--- src/rtl/ham84_pkg.sv ---
package ham84_pkg;

    typedef enum logic [1:0] {
        S_IDLE,
        S_COLLECT,
        S_COMMIT,
        S_REJECT
    } state_t;

    // slot kinds of an output byte
    localparam int SLOT_PAIR = 0;  // two message nibbles
    localparam int SLOT_HIGH = 1;  // one nibble, lower half padded with ones
    localparam int SLOT_FILL = 2;  // constant 0xFF

    // kind of output byte k (zero based)
    function automatic int slot_kind(input int k);
        if (k < 6) return SLOT_PAIR;
        if (k == 6) return SLOT_HIGH;
        return SLOT_FILL;
    endfunction

    // nibble offset (from the first packet position) feeding the upper half
    function automatic int slot_hi(input int k);
        case (k)
            0: return 3;
            1: return 5;
            2: return 7;
            3: return 9;
            4: return 1;
            5: return 11;
            default: return 0;
        endcase
    endfunction

    // nibble offset feeding the lower half
    function automatic int slot_lo(input int k);
        return slot_hi(k) + 1;
    endfunction

    // message bit 0 lands in the most significant position of the nibble
    function automatic logic [3:0] msb_first(input logic [3:0] n);
        return {n[0], n[1], n[2], n[3]};
    endfunction

endpackage

--- src/rtl/ham84_dec.sv ---
module ham84_dec (
    input  logic [7:0] code_i,
    output logic [3:0] nib_o,
    output logic       fix_o,
    output logic       bad_o
);
    logic       grp_a;
    logic       grp_b;
    logic       grp_c;
    logic       grp_all;
    logic [2:0] syn;
    logic [3:0] flip;

    always_comb begin
        grp_a   = ^{code_i[0], code_i[1], code_i[5], code_i[7]};
        grp_b   = ^{code_i[1], code_i[2], code_i[3], code_i[7]};
        grp_c   = ^{code_i[1], code_i[3], code_i[4], code_i[5]};
        grp_all = ^code_i;
        // a failing group reads as 1 in the syndrome
        syn = {~grp_c, ~grp_b, ~grp_a};
        case (syn)
            3'b111:  flip = 4'b0001;  // bit 1
            3'b110:  flip = 4'b0010;  // bit 3
            3'b101:  flip = 4'b0100;  // bit 5
            3'b011:  flip = 4'b1000;  // bit 7
            default: flip = 4'b0000;  // a parity bit or no error
        endcase
        fix_o = ~grp_all;
        bad_o = grp_all & (syn != 3'b000);
        nib_o = {code_i[7], code_i[5], code_i[3], code_i[1]} ^ (grp_all ? 4'b0000 : flip);
    end

endmodule

--- src/rtl/ham84_store.sv ---
module ham84_store #(
    parameter int NBYTES    = 13,
    parameter int IDX_W     = 6,
    parameter int FIRST_IDX = 13
) (
    input  logic                  clk,
    input  logic                  rst_n,
    input  logic                  we_i,
    input  logic [IDX_W-1:0]      idx_i,
    input  logic [3:0]            nib_i,
    output logic [4*NBYTES-1:0]   nibs_o
);
    for (genvar g = 0; g < NBYTES; g++) begin : g_slot
        logic [3:0] slot_q;
        always_ff @(posedge clk or negedge rst_n) begin
            if (!rst_n) begin
                slot_q <= '0;
            end else if (we_i && idx_i == IDX_W'(FIRST_IDX + g)) begin
                slot_q <= nib_i;
            end
        end
        assign nibs_o[4*g +: 4] = slot_q;
    end

endmodule

--- src/rtl/ham84_pack.sv ---
module ham84_pack #(
    parameter int NBYTES  = 13,
    parameter int NUM_OUT = 16
) (
    input  logic [4*NBYTES-1:0]  nibs_i,
    output logic [8*NUM_OUT-1:0] image_o
);
    import ham84_pkg::*;

    for (genvar k = 0; k < NUM_OUT; k++) begin : g_out
        localparam int KIND = slot_kind(k);
        localparam int HI   = slot_hi(k);
        localparam int LO   = slot_lo(k);
        if (KIND == SLOT_PAIR) begin : g_pair
            assign image_o[8*k +: 8] = {msb_first(nibs_i[4*HI +: 4]), msb_first(nibs_i[4*LO +: 4])};
        end else if (KIND == SLOT_HIGH) begin : g_high
            assign image_o[8*k +: 8] = {msb_first(nibs_i[4*HI +: 4]), 4'hF};
        end else begin : g_fill
            assign image_o[8*k +: 8] = 8'hFF;
        end
    end

endmodule

--- src/rtl/ham84_packer.sv ---
module ham84_packer #(
    parameter int FIRST_IDX = 13,
    parameter int NBYTES    = 13,
    parameter int NUM_OUT   = 16,
    parameter int IDX_W     = 6
) (
    input  logic                          clk,
    input  logic                          rst_n,
    input  logic                          in_valid,
    input  logic [IDX_W-1:0]              in_idx,
    input  logic [7:0]                    in_code,
    output logic [8*NUM_OUT-1:0]          out_buf,
    output logic                          commit_stb,
    output logic                          reject_stb,
    output logic [$clog2(NBYTES+1)-1:0]   stat_corr
);
    import ham84_pkg::*;

    localparam int LAST_IDX = FIRST_IDX + NBYTES - 1;
    localparam int CNT_W    = $clog2(NBYTES + 1);
    localparam int BUF_W    = 8 * NUM_OUT;

    state_t                 state;
    state_t                 state_nx;
    logic [IDX_W-1:0]       exp_idx;
    logic [CNT_W-1:0]       corr_cnt;
    logic [3:0]             dec_nib;
    logic                   dec_fix;
    logic                   dec_bad;
    logic                   is_first;
    logic                   is_last;
    logic                   accept;
    logic [4*NBYTES-1:0]    nibs;
    logic [BUF_W-1:0]       image;

    ham84_dec u_dec (
        .code_i (in_code),
        .nib_o  (dec_nib),
        .fix_o  (dec_fix),
        .bad_o  (dec_bad)
    );

    ham84_store #(
        .NBYTES    (NBYTES),
        .IDX_W     (IDX_W),
        .FIRST_IDX (FIRST_IDX)
    ) u_store (
        .clk    (clk),
        .rst_n  (rst_n),
        .we_i   (accept),
        .idx_i  (in_idx),
        .nib_i  (dec_nib),
        .nibs_o (nibs)
    );

    ham84_pack #(
        .NBYTES  (NBYTES),
        .NUM_OUT (NUM_OUT)
    ) u_pack (
        .nibs_i  (nibs),
        .image_o (image)
    );

    assign is_first = (in_idx == IDX_W'(FIRST_IDX));
    assign is_last  = (in_idx == IDX_W'(LAST_IDX));
    assign accept   = in_valid && !dec_bad &&
                      ((state == S_IDLE && is_first) ||
                       (state == S_COLLECT && in_idx == exp_idx));

    // next-state logic
    always_comb begin
        state_nx = state;
        unique case (state)
            S_IDLE: begin
                if (in_valid && is_first) begin
                    state_nx = dec_bad ? S_REJECT : S_COLLECT;
                end
            end
            S_COLLECT: begin
                if (in_valid) begin
                    if (dec_bad || in_idx != exp_idx) begin
                        state_nx = S_REJECT;
                    end else if (is_last) begin
                        state_nx = S_COMMIT;
                    end
                end
            end
            S_COMMIT: state_nx = S_IDLE;
            S_REJECT: state_nx = S_IDLE;
        endcase
    end

    // state register
    always_ff @(posedge clk or negedge rst_n) begin
        if (!rst_n) begin
            state <= S_IDLE;
        end else begin
            state <= state_nx;
        end
    end

    // packet bookkeeping: expected position and repair tally
    always_ff @(posedge clk or negedge rst_n) begin
        if (!rst_n) begin
            exp_idx  <= '0;
            corr_cnt <= '0;
        end else if (accept) begin
            exp_idx  <= in_idx + 1'b1;
            corr_cnt <= (state == S_IDLE) ? CNT_W'(dec_fix) : corr_cnt + CNT_W'(dec_fix);
        end
    end

    // outputs
    always_ff @(posedge clk or negedge rst_n) begin
        if (!rst_n) begin
            out_buf    <= '0;
            commit_stb <= 1'b0;
            reject_stb <= 1'b0;
            stat_corr  <= '0;
        end else begin
            commit_stb <= (state == S_COMMIT);
            reject_stb <= (state == S_REJECT);
            if (state == S_COMMIT) begin
                out_buf <= image;
            end
            if (state == S_COMMIT || state == S_REJECT) begin
                stat_corr <= corr_cnt;
            end
        end
    end

endmodule

--- config.mk ---
export PLATFORM = sky130hd
export DESIGN_NAME = ham84_packer
export DESIGN_NICKNAME = d
export VERILOG_FILES = /design/src/rtl/ham84_pkg.sv /design/src/rtl/ham84_dec.sv /design/src/rtl/ham84_store.sv /design/src/rtl/ham84_pack.sv /design/src/rtl/ham84_packer.sv
export SDC_FILE = /design/constraint.sdc
export NUM_CORES = 1
export LEC_CHECK = 0
export BUFFER_PORTS_ARGS = -buffer_cell sky130_fd_sc_hd__clkbuf_2
export CAP_MARGIN = 20
export CORE_MARGIN = 10
export CORE_UTILIZATION = 57
export DETAILED_ROUTE_END_ITERATION = 6
export GPL_TIMING_DRIVEN = 1
export PLACE_DENSITY = 0.85
export SLEW_MARGIN = 20
export SYNTH_ARGS = -nofsm -noshare
export SYNTH_HDL_FRONTEND = slang
export SYNTH_SLANG_ARGS = --single-unit
--- constraint.sdc ---
create_clock -name clk -period 3.6 [get_ports clk]
set_clock_uncertainty 0.05 [all_clocks]
set_input_delay 0.18 -clock clk [delete_from_list [all_inputs] [get_ports clk]]
set_output_delay 0.18 -clock clk [all_outputs]
set_load 0.05 [all_outputs]
==> results.tsv <==
metric	value	unit
run status	finished clean	
Global Route Usage Sum	16.9	%
Chip Width	122	um
net count reported at finish	549	
Worst-Margin Slew	1.08	ns
vias after detailed routing	3592	
Worst Setup EP	u_store.g_slot[3].slot_q[1]$_DFFE_PN0P_	
CP Class	flop to flop	
gpl congestion	0.883	
# setup viols final	0	
r2r setup slk	0.90	ns
routed wire length	12.6	mm
Final min period	2.70	ns
max cap viols	0	
clk sink count	123	
share of cells above drive strength 1	58.6	%
total grt overflow	0	
number of antenna violations at the first check in global routing	0	
vias per cell	5.33	
CTS root buf	clkbuf_8	
Worst-Skew Late Latency	0.52	ns
post-route DRC violation count	0	
Area Overhead vs Synth	16.9	%
max_slew headroom	27.9	%
Die H	122	um
CP Launch Point	exp_idx[2]$_DFFE_PN0P_	
Tot Pwr	4.47	mW
synthesized flop and latch total	123	
Inserted Clock Buffers	17	
worst r2r src	exp_idx[2]$_DFFE_PN0P_	
Initial Util	58.0	%
syn_nets	468	
yosys warns	0	
1st-pass router iterations	4	
HPWL Detailed	8.78	mm
Max Freq	370	MHz
Netlist Area Pre-Place	5930	sq um
Syn Area/Cell	13.3	sq um
setup bufs post-CTS	0	
H-tree levels	4	
CP required	3.95	ns
PD cells	645	nW/um^2
min-delay src	in_idx[4]	
Syn Inst Count	445	
# rows	37	
leakage power	3.56	nW
FF-to-FF path depth	5	
largest net degree at the start of global routing	78	
Hold Vio Cnt, Final	0	
# IOs	151	
Antenna Cells	0	
Clock Pin Slew Worst Setup and Hold Paths	0.06	ns
maximum vdd ir drop	0.000520	V
final period utilization	75.0	%
WL per Instance	18.7	um
post-synthesis sequential area ratio	51.9	%
Die ar.	14900	sq um
pins over their slew limit	0	
unrepaired setup endpoints after global routing	no	
initial drt markers	230	
Final Util	67.8	%
Hold WS	0.0467	ns
setup_tns	0	ns
final-layout fill cell count	708	
Antenna Violating Nets Remaining	0	
vias in the first global route	3835	
CTS max path bufs	2	
HP Class	primary input to flop	
CP Max Fanout	16	
first-pass GRT wire length	19.9	mm
CP Capture Type	flop	
Worst EP arrival	3.05	ns
startpoint types	flop	
# port buffers	150	
CTS tree	built	
worst r2r dst	u_store.g_slot[3].slot_q[1]$_DFFE_PN0P_	
core area	10200	sq um
post-synthesis cell type count	38	
-- kinds of logic (layout without fill, tap and decap cells) --
logic type                 after synthesis  in the layout  synth area share (%)
DFF                                    123            123                  51.9
AOI/OAI and AO/OA                        8              8                  1.12
buffers and inverters                  100            193                  11.2
muxes                                  117            117                  22.2
adders and majority gates                6              6                  1.27
xor gates and xnor gates                29             29                  4.28
and+or+nand+nor                         62             62                  7.98
-- worst max-delay path, cell delays in order, from the launching register on --
cell       delay [ns]
dfrtp_1          0.38
xor2_1           0.16
nor3_1           0.45
a2bb2oi_4        0.29
nor4_1           0.82
mux2_2           0.43
-- cells in the final DEF (no fill, tap or decap), drive strengths merged, types with 2 or more instances in the layout --
master,synthesis,routed
and2,2,2
nand2,6,6
nand4b,4,4
bufinv,0,3
and3,3,3
nor2b,2,2
clkbuf,13,171
mux2,117,117
clkinv,0,2
nor4,17,17
inv,5,5
ha,6,6
dfrtp,123,123
nand3,11,11
nand4,2,2
nor2,2,2
clkinvlp,0,4
xor2,11,11
xnor2,18,18
nand2b,3,3
dlygate4sd3,0,2
buf,82,6
or4,2,2
-- state kept, by name (all words and copies together), names as in the netlist --
signal and cells:
out_buf 53, corr_cnt 4, stat_corr 4, reject_stb 1
exp_idx 6, state 2, commit_stb 1, u_store.g_slot.slot_q 52
-- per-layer routing --
layer  track usage [%]  up-vias  share of wire, %
met5                 0        -                 0
met4              5.74        0               1.5
met3              6.94       21               8.3
met2              27.3      130                49
met1              20.0     1799                41
li1                  -     1642                 -
-- what timing repair did --
| item | CTS | global route |
|---|---|---|
| endpoints found under the hold margin | 57 | 0 |
| hold buffers | 2 | 0 |
| gates resized for setup | 0 | 0 |
-- metrics by stage --
stage / instance area (sq um) / setup WS [ns] / instances
floorplan: 5930 / 1.23 / 445
global placement: 6270 / 0.709 / 640
detailed placement: 6270 / 0.578 / 640
CTS: 6900 / 0.915 / 673
global route: 6930 / 0.726 / 674
finish: 6930 / 0.898 / 674
-- cell usage after synthesis (all sizes together) --
cell type | number | area share, %
nor3 | 1 | 0.084
nand4b | 4 | 0.59
or3 | 1 | 0.11
or4 | 2 | 0.25
a2bb2oi | 1 | 0.15
o32ai | 1 | 0.15
nand2 | 6 | 0.38
inv | 5 | 0.32
nand2b | 3 | 0.32
nand4 | 2 | 0.21
and2 | 2 | 0.21
nand3b | 1 | 0.13
buf | 82 | 10
ha | 6 | 1.3
nor4b | 1 | 0.40
and3 | 3 | 0.32
nor3b | 1 | 0.13
and4 | 1 | 0.15
nand3 | 11 | 0.93
o2111ai | 1 | 0.15
and4bb | 1 | 0.21
nor4bb | 1 | 0.17
mux2 | 117 | 22
o22ai | 1 | 0.11
xnor2 | 18 | 2.7
a21oi | 1 | 0.084
clkbuf | 13 | 0.82
nor4 | 17 | 3.1
nor2 | 2 | 0.13
o211ai | 1 | 0.13
a211oi | 1 | 0.21
o221ai | 1 | 0.15
nor2b | 2 | 0.21
dfrtp | 123 | 52
xor2 | 11 | 1.6
-- where the power goes --
part | switching (mW) | internal (mW)
registers | 0.0833 | 1.44
clock network | 0.593 | 1.13
logic | 0.940 | 0.290
-- layout make-up --
cell class | count | area (sq um) | area share, %
clock buffer | 22 | 473 | 6.82
multi-input combinational | 222 | 2230 | 32.1
timing repair buffer | 157 | 827 | 11.9
clock inverter | 9 | 138 | 1.98
sequential | 123 | 3080 | 44.4
tap | 136 | 170 | 2.45
inverter | 5 | 18.8 | 0.271
-- worst min path at each step --
stage                                    to  slack [ns]  cells after the start
floorplan              commit_stb$_DFF_PN0_       -0.17                      0
global placement    out_buf[17]$_DFFE_PN0P_        0.21                      1
detailed placement  out_buf[17]$_DFFE_PN0P_        0.22                      1
CTS                  exp_idx[4]$_DFFE_PN0P_        0.02                      3
global route         exp_idx[5]$_DFFE_PN0P_        0.07                      3
finish               exp_idx[4]$_DFFE_PN0P_        0.05                      3
(Power assumes the default switching activity.)
